File: config.mk
export PLATFORM = sky130hd
export DESIGN_NAME = irq_cpu_deliver
export DESIGN_NICKNAME = d
export VERILOG_FILES = /design/src/rtl/irqd_pkg.sv /design/src/rtl/irqd_pick.sv /design/src/rtl/irqd_pend.sv /design/src/rtl/irqd_svc.sv /design/src/rtl/irq_cpu_deliver.sv
export SDC_FILE = /design/constraint.sdc
export NUM_CORES = 1
export LEC_CHECK = 0
export BUFFER_PORTS_ARGS = -buffer_cell sky130_fd_sc_hd__buf_2
export CAP_MARGIN = 5
export CORE_MARGIN = 5
export CORE_UTILIZATION = 47
export CTS_CLUSTER_SIZE = 28
export DETAILED_ROUTE_END_ITERATION = 8
export PLACE_DENSITY = 0.79
export SLEW_MARGIN = 20
export SYNTH_ARGS = -nofsm -noshare
export SYNTH_HDL_FRONTEND = slang
export SYNTH_SLANG_ARGS = --single-unit
File: constraint.sdc
create_clock -name clk -period 40.8 [get_ports clk]
set_input_delay 8.16 -clock clk [delete_from_list [all_inputs] [get_ports clk]]
set_output_delay 8.16 -clock clk [all_outputs]
set_load 0.02 [all_outputs]
File: src/rtl/irqd_pkg.sv
package irqd_pkg;

    localparam int PRIO_W = 4;
    localparam logic [31:0] VEC_MASK = 32'h0000_FFFF;
    localparam logic [PRIO_W-1:0] TPR_RESET = 4'hF;

    typedef logic [PRIO_W-1:0] prio_t;

    // Result of a priority scan; vld=0 stands for "priority -1, no source".
    typedef struct packed {
        logic  vld;
        prio_t prio;
    } rank_t;

    function automatic logic rank_above(rank_t r, prio_t thr);
        return r.vld && (r.prio > thr);
    endfunction

    function automatic logic rank_beats(rank_t a, rank_t b);
        return a.vld && (!b.vld || (a.prio > b.prio));
    endfunction

endpackage

File: src/rtl/irqd_pick.sv
module irqd_pick
    import irqd_pkg::*;
#(
    parameter int NUM_SRC = 16,
    localparam int IDX_W  = (NUM_SRC > 1) ? $clog2(NUM_SRC) : 1
) (
    input  logic [NUM_SRC-1:0]        members,
    input  logic [NUM_SRC*PRIO_W-1:0] prio_flat,
    output rank_t                     best,
    output logic [IDX_W-1:0]          best_idx
);

    // Linear scan in ascending index order; a strict compare keeps the
    // lowest index on equal priority.
    always_comb begin
        best     = '0;
        best_idx = '0;
        for (int i = 0; i < NUM_SRC; i++) begin
            if (members[i] &&
                (!best.vld || (prio_flat[i*PRIO_W +: PRIO_W] > best.prio))) begin
                best.vld  = 1'b1;
                best.prio = prio_flat[i*PRIO_W +: PRIO_W];
                best_idx  = IDX_W'(i);
            end
        end
    end

endmodule

File: src/rtl/irqd_pend.sv
module irqd_pend #(
    parameter int NUM_SRC = 16
) (
    input  logic               clk,
    input  logic               rst,
    input  logic [NUM_SRC-1:0] active,
    input  logic [NUM_SRC-1:0] trig_edge,
    input  logic [NUM_SRC-1:0] ack_clr,
    output logic [NUM_SRC-1:0] pend
);

    logic [NUM_SRC-1:0] act_q;
    logic [NUM_SRC-1:0] pend_q;
    logic [NUM_SRC-1:0] pend_n;
    logic [NUM_SRC-1:0] rise;

    assign rise = active & ~act_q;
    assign pend = pend_q;

    generate
        for (genvar g = 0; g < NUM_SRC; g++) begin : g_src
            always_comb begin
                if (trig_edge[g]) begin
                    pend_n[g] = (pend_q[g] & ~ack_clr[g]) | rise[g];
                end else begin
                    pend_n[g] = active[g];
                end
            end
        end
    endgenerate

    always_ff @(posedge clk) begin
        if (rst) begin
            act_q  <= '0;
            pend_q <= '0;
        end else begin
            act_q  <= active;
            pend_q <= pend_n;
        end
    end

    AST_CLR_ONEHOT: assert property (@(posedge clk) disable iff (rst)
        $onehot0(ack_clr));
    AST_EDGE_ACK_CLEARS: assert property (@(posedge clk) disable iff (rst)
        (|(ack_clr & trig_edge & ~rise)) |=>
        ((pend_q & $past(ack_clr & trig_edge & ~rise)) == '0));
    AST_LEVEL_TRACKS: assert property (@(posedge clk) disable iff (rst)
        1'b1 |=> ((pend_q & ~$past(trig_edge)) == ($past(active) & ~$past(trig_edge))));
    AST_RISE_SETS: assert property (@(posedge clk) disable iff (rst)
        (|(rise & trig_edge)) |=>
        ((pend_q & $past(rise & trig_edge)) == $past(rise & trig_edge)));

endmodule

File: src/rtl/irqd_svc.sv
module irqd_svc #(
    parameter int NUM_SRC = 16,
    localparam int IDX_W  = (NUM_SRC > 1) ? $clog2(NUM_SRC) : 1
) (
    input  logic               clk,
    input  logic               rst,
    input  logic               set_en,
    input  logic [IDX_W-1:0]   set_idx,
    input  logic               clr_en,
    input  logic [IDX_W-1:0]   clr_idx,
    output logic [NUM_SRC-1:0] svc
);

    logic [NUM_SRC-1:0] svc_q;
    logic [NUM_SRC-1:0] set_vec;
    logic [NUM_SRC-1:0] clr_vec;

    always_comb begin
        set_vec = '0;
        clr_vec = '0;
        if (set_en) set_vec[set_idx] = 1'b1;
        if (clr_en) clr_vec[clr_idx] = 1'b1;
    end

    // A join in the same cycle as a retire of the same entry keeps it.
    always_ff @(posedge clk) begin
        if (rst) begin
            svc_q <= '0;
        end else begin
            svc_q <= (svc_q & ~clr_vec) | set_vec;
        end
    end

    assign svc = svc_q;

    AST_SVC_JOIN: assert property (@(posedge clk) disable iff (rst)
        set_en |=> svc_q[$past(set_idx)]);
    AST_SVC_LEAVE: assert property (@(posedge clk) disable iff (rst)
        (clr_en && !(set_en && (set_idx == clr_idx))) |=> !svc_q[$past(clr_idx)]);

endmodule

File: src/rtl/irq_cpu_deliver.sv
module irq_cpu_deliver
    import irqd_pkg::*;
#(
    parameter int NUM_SRC = 16,
    parameter int VEC_W   = 16,
    localparam int IDX_W  = (NUM_SRC > 1) ? $clog2(NUM_SRC) : 1
) (
    input  logic                       clk,
    input  logic                       rst,
    input  logic [NUM_SRC-1:0]         src_active,
    input  logic [NUM_SRC-1:0]         src_trig_edge,
    input  logic [NUM_SRC*PRIO_W-1:0]  src_prio,
    input  logic [NUM_SRC*VEC_W-1:0]   src_vec,
    input  logic                       tpr_we,
    input  logic [7:0]                 tpr_wdata,
    input  logic                       ack_rd,
    input  logic                       eoi_wr,
    output logic                       irq_out,
    output logic [PRIO_W-1:0]          tpr,
    output logic                       ack_vld,
    output logic [VEC_W-1:0]           ack_vec
);

    localparam logic [VEC_W-1:0] SPUR_VEC = VEC_W'(VEC_MASK);

    logic [NUM_SRC-1:0] pend;
    logic [NUM_SRC-1:0] svc;
    logic [NUM_SRC-1:0] ack_clr;
    rank_t              pend_best;
    rank_t              svc_best;
    logic [IDX_W-1:0]   pend_idx;
    logic [IDX_W-1:0]   svc_idx;
    logic [VEC_W-1:0]   vec_arr [NUM_SRC];
    prio_t              tpr_q;
    logic               ack_hit;
    logic               eoi_hit;
    logic               ack_vld_q;
    logic [VEC_W-1:0]   ack_vec_q;

    generate
        for (genvar g = 0; g < NUM_SRC; g++) begin : g_vec
            assign vec_arr[g] = src_vec[g*VEC_W +: VEC_W];
        end
    endgenerate

    irqd_pend #(.NUM_SRC(NUM_SRC)) u_pend (
        .clk       (clk),
        .rst       (rst),
        .active    (src_active),
        .trig_edge (src_trig_edge),
        .ack_clr   (ack_clr),
        .pend      (pend)
    );

    irqd_pick #(.NUM_SRC(NUM_SRC)) u_pick_pend (
        .members   (pend),
        .prio_flat (src_prio),
        .best      (pend_best),
        .best_idx  (pend_idx)
    );

    irqd_pick #(.NUM_SRC(NUM_SRC)) u_pick_svc (
        .members   (svc),
        .prio_flat (src_prio),
        .best      (svc_best),
        .best_idx  (svc_idx)
    );

    // Acknowledge: hand out the best pending source only if it clears the
    // threshold; an edge source is dropped from pending either way.
    assign ack_hit = ack_rd && rank_above(pend_best, tpr_q);
    assign eoi_hit = eoi_wr && svc_best.vld;

    always_comb begin
        ack_clr = '0;
        if (ack_rd && pend_best.vld) ack_clr[pend_idx] = 1'b1;
    end

    irqd_svc #(.NUM_SRC(NUM_SRC)) u_svc (
        .clk     (clk),
        .rst     (rst),
        .set_en  (ack_hit),
        .set_idx (pend_idx),
        .clr_en  (eoi_hit),
        .clr_idx (svc_idx),
        .svc     (svc)
    );

    always_ff @(posedge clk) begin
        if (rst) begin
            tpr_q     <= TPR_RESET;
            ack_vld_q <= 1'b0;
            ack_vec_q <= SPUR_VEC;
        end else begin
            if (tpr_we) tpr_q <= tpr_wdata[PRIO_W-1:0];
            ack_vld_q <= ack_rd;
            if (ack_rd) ack_vec_q <= ack_hit ? vec_arr[pend_idx] : SPUR_VEC;
        end
    end

    assign irq_out = rank_above(pend_best, tpr_q) && rank_beats(pend_best, svc_best);
    assign tpr     = tpr_q;
    assign ack_vld = ack_vld_q;
    assign ack_vec = ack_vec_q;

    AST_ACK_VLD_NEXT: assert property (@(posedge clk) disable iff (rst)
        ack_rd |=> ack_vld);
    AST_SPUR_ON_EMPTY: assert property (@(posedge clk) disable iff (rst)
        (ack_rd && !pend_best.vld) |=> (ack_vec == SPUR_VEC));
    AST_TPR_LOW4: assert property (@(posedge clk) disable iff (rst)
        tpr_we |=> (tpr == $past(tpr_wdata & 8'h0F)));
    AST_EOI_EMPTY_NOP: assert property (@(posedge clk) disable iff (rst)
        (eoi_wr && (svc == '0) && !ack_hit) |=> (svc == '0));
    AST_IRQ_QUIET_AFTER_ACK: assert property (@(posedge clk) disable iff (rst)
        (ack_hit && !eoi_wr && ((src_active & ~$past(src_active)) == '0)) |=> !irq_out);

endmodule

==> results of run 1 <==
repair_timing:
action,in CTS,in global routing
cloned,0,0
pin swaps,0,36
gates resized for setup,2,123
setup buffers,0,29
setup endpoints to repair,1,1
endpoints found under the hold margin,0,0
placed cells by master (no fill, tap or decap), drive strengths merged, types with 8 or more instances in the layout:
master / count
a311oi: 12
nand4: 18
nand2: 242
diode: 9
nand2b: 22
o31ai: 20
nand3: 44
nor3: 17
a31oi: 35
mux2: 24
o311ai: 9
a21oi: 81
inv: 99
and3: 11
and2: 28
nor2: 93
or2: 8
o21ai: 70
o211ai: 34
a41oi: 12
a41o: 13
dfxtp: 69
nor2b: 45
a21o: 14
o21a: 24
a211oi: 21
mux2i: 94
a21boi: 14
ha: 121
a32oi: 10
a221o: 12
clkbuf: 9
buf: 542
state kept, by name, summed over array words and instances (netlist names):
| register | flops |
|---|---|
| u_pend.act_q | 16 |
| ack_vec | 16 |
| ack_vld | 1 |
| u_pend.pend | 16 |
| tpr | 4 |
| u_svc.svc | 16 |
worst max path at each step:
stage / start / to / slack (ps) / cells after the start
5_1_grt: src_prio[2] / irq_out / -310 / 131
4_1_cts: src_prio[2] / irq_out / 110 / 132
3_5_place_dp: src_prio[2] / irq_out / 130 / 132
3_3_place_gp: src_prio[3] / irq_out / 650 / 131
6_report: src_prio[2] / irq_out / 1080 / 132
2_1_floorplan: src_prio[2] / irq_out / 930 / 133
logic make-up after synthesis:
family                     synth area share [%]
and+or+nand+nor                            24.4
AOI/OAI and AO/OA                          30.4
buffers and inverters                      6.10
adders and majority gates                  14.3
muxes                                      11.8
DFF                                        13.0
final cells by class:
class / count / area (µm²) / area share [%]
timing repair buffer: 542 / 3120 / 21.2
antenna: 9 / 22.5 / 0.153
multi-input combinational: 1235 / 9200 / 62.5
clock inverter: 7 / 56.3 / 0.382
sequential: 69 / 1380 / 9.38
tap: 285 / 357 / 2.42
inverter: 98 / 368 / 2.50
clock buffer: 9 / 225 / 1.53
worst max-delay path, delay by kind of cell:
| family | cells | cell delay, ps |
|---|---|---|
| buf+inv | 11 | 1150 |
| fa+ha+maj | 17 | 4970 |
| compound gates | 63 | 11170 |
| mux | 4 | 1170 |
| simple gates | 37 | 4910 |
stage by stage:
step / setup slack [ps] / cell area, µm² / TNS [ps]
finish: 1080 / 14700 / 0
global route: -312 / 14700 / -312
CTS: 107 / 13900 / 0
detailed placement: 132 / 13600 / 0
global placement: 653 / 13600 / 0
floorplan: 925 / 10600 / 0
per-layer routing:
layer  global-route usage (%)  wire length [µm]  vias to the layer above
li1                         -                 -                     6441
met1                     39.3             18100                     6381
met2                     60.8             23700                      659
met3                     4.93              3150                      149
met4                     15.3              2520                        2
met5                        0                13                        -
power by group:
group          total (W)  internal [W]  switching (W)
Combinational    0.00121      0.000520       0.000694
Sequential     0.0000813     0.0000743     0.00000702
Clock          0.0000775     0.0000421      0.0000355
synth_stat cells, types with 23 or more instances:
master,n
clkbuf_1,35
nand2_1,242
ha_1,121
nor2_1,91
and2_1,28
inv_1,96
nand3_1,44
mux2_2,24
mux2i_1,94
a31oi_1,35
o21a_1,23
a21oi_1,79
o21ai_0,62
nor2b_1,45
dfxtp_1,69
o211ai_1,33
==> reports/summary.txt, run 1 <==
Fillers -> 1961
Worst path max stage delay -> 380 ps
Area added between synthesis and finish -> 38.6%
Most frequent CP cell -> ha_1
Top-Level Pins -> 387
Clk root buf -> clkbuf_16
Critical Path Source Type -> input port
Min Tclk post-route -> 39720 ps
Layout Cells excl Fill -> 2254
Share of the synthesized area in the top cell type -> 14.3%
CP required -> 32640 ps
Count of final max-slew check failures -> 0
Status -> completed
Critical Path End Type -> output port
Grt ovf -> 0
Ys flop type -> dfxtp_1
Mapped Area -> 0.0106 mm²
Min Hold Slack -> 472 ps
Area of the core -> 0.0224 mm²
Max Root-Sink Buffers -> 2
Worst Hold Path Cells -> 3
Total vias in the final route -> 13600
Fin Clk Skew -> 12.2 ps
Min-Delay Startpoint -> u_pend.act_q[6]
Hold EP -> u_pend.pend[6]
DR pass1 iterations -> 7
Antenna violations before repair -> 8
DP Cell Count -> 2200
Max IR drop VDD -> 0.0000957 V
CTS tree -> done
Die Span X -> 160 µm
Nets -> 2441
H-tree level count -> 3
CTS Buf Count -> 9
Worst reg-to-reg path cell count -> 136
Slowest-stage cell, CP -> mux2_2
Total Power -> 0.00137 W
FF-to-FF setup slack -> 15280 ps
Drt total wl -> 47500 µm
Synth unique cells -> 92
Data arrival, critical path -> 31560 ps
FFs w/ async S/R, synth -> 0%
Synth Net Count -> 1947
Post-Syn Instances -> 1461
Period utilization -> 97.4%
Drt wl/cell -> 21.1 µm
Vias per cell -> 6.05
Clock Pin Slew Worst Setup and Hold Paths -> 70 ps
Leak -> 6.98 nW
Max Clk Rate -> 25.2 MHz
FP Rows -> 55
Die area -> 0.0257 mm²
Pin count of the biggest net entering global routing -> 49
Clk_lat worst skew -> 350 ps
Final Util -> 65.6%
ANT nets after route -> 0
Reg2reg end -> ack_vec[9]
Worst-path fanout max -> 7
Initial Util -> 47.4%
Synth Warn # -> 0
Drt drc -> 0
# port buffers -> 382
Synth Register Bits -> 69
Post-CTS Hold Fix Bufs -> 0
Final hold viol count -> 0
Number of flops mapped to enable cells by yosys -> 0
First-pass GRT wire length -> 69400 µm
Vias in the first global route -> 13000
Final setup viols -> 0
Die H -> 160 µm
Area leader, netlist -> ha_1
Worst setup path class -> in -> out
Register area share after synthesis -> 13.0%
Drt initial violations -> 1107
Max-cap viol count -> 0
Worst Max-Slew Pin Slew -> 991 ps
Share of post-route cells with drive strength above 1 -> 36.6%
Clock Sinks -> 69
Gr usage total -> 33.7%
Synth Area per Inst -> 7.27 µm²
Critical R2R Launch -> u_pend.pend[0]
Tightest Hold Check Type -> reg -> reg
Hpwl dp -> 39000 µm
Placer Congestion -> 1.02
Relative slew slack -> 33.8%
PwrDens -> 93.2 mW/mm²
Area contributors post-synth -> ha_1 (14%), dfxtp_1 (13%), mux2i_1 (8.9%)
Power figures use the tool's default switching activity.
==> run 2, diff against run 1 <==
--- a/config.mk
+++ b/config.mk
@@ -7,11 +7,13 @@
 export LEC_CHECK = 0
 export BUFFER_PORTS_ARGS = -buffer_cell sky130_fd_sc_hd__buf_2
 export CAP_MARGIN = 5
+export CELL_PAD_IN_SITES_DETAIL_PLACEMENT = 0
+export CELL_PAD_IN_SITES_GLOBAL_PLACEMENT = 1
 export CORE_MARGIN = 5
-export CORE_UTILIZATION = 47
+export CORE_UTILIZATION = 33
 export CTS_CLUSTER_SIZE = 28
 export DETAILED_ROUTE_END_ITERATION = 8
-export PLACE_DENSITY = 0.79
+export PLACE_DENSITY_LB_ADDON = 0.1
 export SLEW_MARGIN = 20
 export SYNTH_ARGS = -nofsm -noshare
 export SYNTH_HDL_FRONTEND = slang
==> run 2 against run 1 <==
  * Setup slack improved by 430 ps
  * Utilization shrank 19 points
  * Final cell count is 5.1% higher
  * Wire length grew 2.5%
  * Clock power grew 8.6%
  * Critical path type unchanged
  * Largest cell class unchanged
  * Largest power group unchanged
==> reports/summary.txt, run 2 (same netlist as run 1, synthesis figures left out) <==
Fillers -> 3386 (+73%)
Max Clk Rate -> 25.4 MHz (+1.1%)
Worst Setup SP -> src_prio[2]
PwrDens -> 92.5 mW/mm² (-0.78%)
Top-Level Pins -> 387 (unchanged)
Min Tclk post-route -> 39290 ps (-429 ps)
Worst setup path class -> in -> out
Total vias in the final route -> 12900 (-5.5%)
Nets -> 2440 (-0.041%)
DP Cell Count -> 2328 (+5.8%)
Sequential Area -> 0.00138 mm² (unchanged)
Drt wl/cell -> 20.6 µm (-2.4%)
Die area -> 0.0359 mm² (+40%)
# port buffers -> 382 (unchanged)
Vias in the first global route -> 12700 (-2.5%)
Area added between synthesis and finish -> 38.4%
Die Span X -> 189 µm (+18%)
Most common cell after layout, fill and taps aside -> buf_2
Status -> completed
Fin Clk Skew -> 15.4 ps (+3.22 ps)
Gr usage total -> 25.7% (-7.9 points)
Layout Cells excl Fill -> 2368 (+5.1%)
FF-to-FF setup slack -> 15530 ps (+250 ps)
ANT nets after route -> 0 (unchanged)
Placement Setup Slack -> 321 ps (+189 ps)
Die H -> 189 µm (+18%)
DR pass1 iterations -> 5 (-2)
Max-cap viol count -> 0 (unchanged)
Area of the core -> 0.0316 mm² (+41%)
Most frequent CP cell -> ha_1
Worst Max-Slew Pin Slew -> 960 ps (-30.9 ps)
Final WS setup -> 1510 ps (+429 ps)
Final hold viol count -> 0 (unchanged)
Data arrival, critical path -> 31130 ps (-430 ps)
Count of final max-slew check failures -> 0 (unchanged)
Most frequent cells in the layout -> buf_2 (381), nand2_1 (242), buf_4 (159), ha_1 (120), inv_1 (95)
Grt ovf -> 0 (unchanged)
Relative slew slack -> 36.0% (+2.2 points)
Antenna violations before repair -> 12 (+4)
Critical Path Source Type -> input port
Tightest Hold Check Type -> reg -> reg
CTS tree -> done
CTS Buf Count -> 9 (unchanged)
Clock Pin Slew Worst Setup and Hold Paths -> 60 ps (about the same)
Clk root buf -> clkbuf_16
H-tree level count -> 3 (unchanged)
Pin count of the biggest net entering global routing -> 49 (unchanged)
Worst-path fanout max -> 7 (unchanged)
Initial Util -> 33.6% (-14 points)
CP required -> 32640 ps (about the same)
Min-Delay Startpoint -> u_pend.act_q[10]
Final setup viols -> 0 (unchanged)
Leak -> 6.98 nW (about the same)
Critical Path End Type -> output port
First-pass GRT wire length -> 72400 µm (+4.4%)
Max Root-Sink Buffers -> 2 (unchanged)
Drt initial violations -> 627 (-43%)
Critical R2R Launch -> u_pend.pend[0]
Hpwl dp -> 41200 µm (+5.7%)
Drt total wl -> 48700 µm (+2.5%)
Period utilization -> 96.3% (-1.1 points)
Drt drc -> 0 (unchanged)
Clock Sinks -> 69 (unchanged)
Placer Congestion -> 0.926 (-8.8%)
FP Rows -> 65 (+18%)
Area occupied by multi-input gates -> 0.00901 mm² (-2.0%)
Worst path max stage delay -> 380 ps (about the same)
Vias per cell -> 5.44 (-10%)
Clk_lat worst skew -> 350 ps (about the same)
Max IR drop VDD -> 0.0000822 V (-14%)
Slowest-stage cell, CP -> mux2_2
Share of post-route cells with drive strength above 1 -> 35.1% (-1.5 points)
==> run 2: cell types whose count changed in the layout (fill, tap and decap cells not counted), moves of 3 or more <==
cell,change
ha_4,-4
nor2_2,-3
ha_1,+5
a21oi_1,+8
a21oi_2,-9
a31oi_1,+3
==> run 2: worst paths after layout <==
check,endpoint,cells after the start
setup reg to reg,ack_vec[12],139
hold / removal,u_pend.pend[10],2
setup / recovery,irq_out,135
hold reg to reg,u_pend.pend[10],2
==> run 2: cell type report <==
class                      instances  share of cell area (%)
antenna                            7                   0.119
clock inverter                     7                   0.596
timing repair buffer             541                    21.2
inverter                          98                    2.50
tap                              402                    3.42
clock buffer                       9                    1.53
multi-input combinational       1235                    61.3
sequential                        69                    9.39
==> run 2: report_power, final <==
group          switching [W]  total (W)  internal (W)
combinational       0.000684    0.00119      0.000510
clock              0.0000354  0.0000842     0.0000489
sequential        0.00000756  0.0000819     0.0000743
total               0.000727    0.00136      0.000633
==> run 2: metal layers <==
metal / part of all wire [%] / up-vias / GRT usage (%)
met5: 0.16 / - / 0
li1: - / 6432 / -
met4: 3.0 / 12 / 8.29
met2: 49 / 366 / 45.2
met3: 6.2 / 76 / 5.84
met1: 42 / 5998 / 31.1
==> run 2: stage by stage <==
| step | instance area (µm²) | setup TNS (ps) | util, % | power, W | hold WS (ps) |
|---|---|---|---|---|---|
| after floorplan | 10600 | 0 | - | 0.000828 | 438 |
| after global placement | 13900 | 0 | 43.8 | 0.00121 | 444 |
| after detailed placement | 13900 | 0 | 43.8 | 0.00122 | 453 |
| after CTS | 14200 | 0 | 44.8 | 0.00131 | 468 |
| after global routing | 14700 | -83.6 | 46.5 | 0.00148 | 486 |
| final | 14700 | 0 | 46.5 | 0.00136 | 464 |
==> run 2: worst max-delay path: cells and delay by family <==
family / cells / cell delay (ps)
muxes: 4 / 1180
AOI/OAI and AO/OA: 62 / 10420
adders and majority gates: 17 / 4840
and+or+nand+nor: 37 / 4750
buffers and inverters: 15 / 1740
==> run 2: repair_timing <==
item,4_1_cts,5_1_grt
gates resized for setup,0,96
buffers inserted,0,17
setup endpoints to repair,0,1
hold buffers,0,0
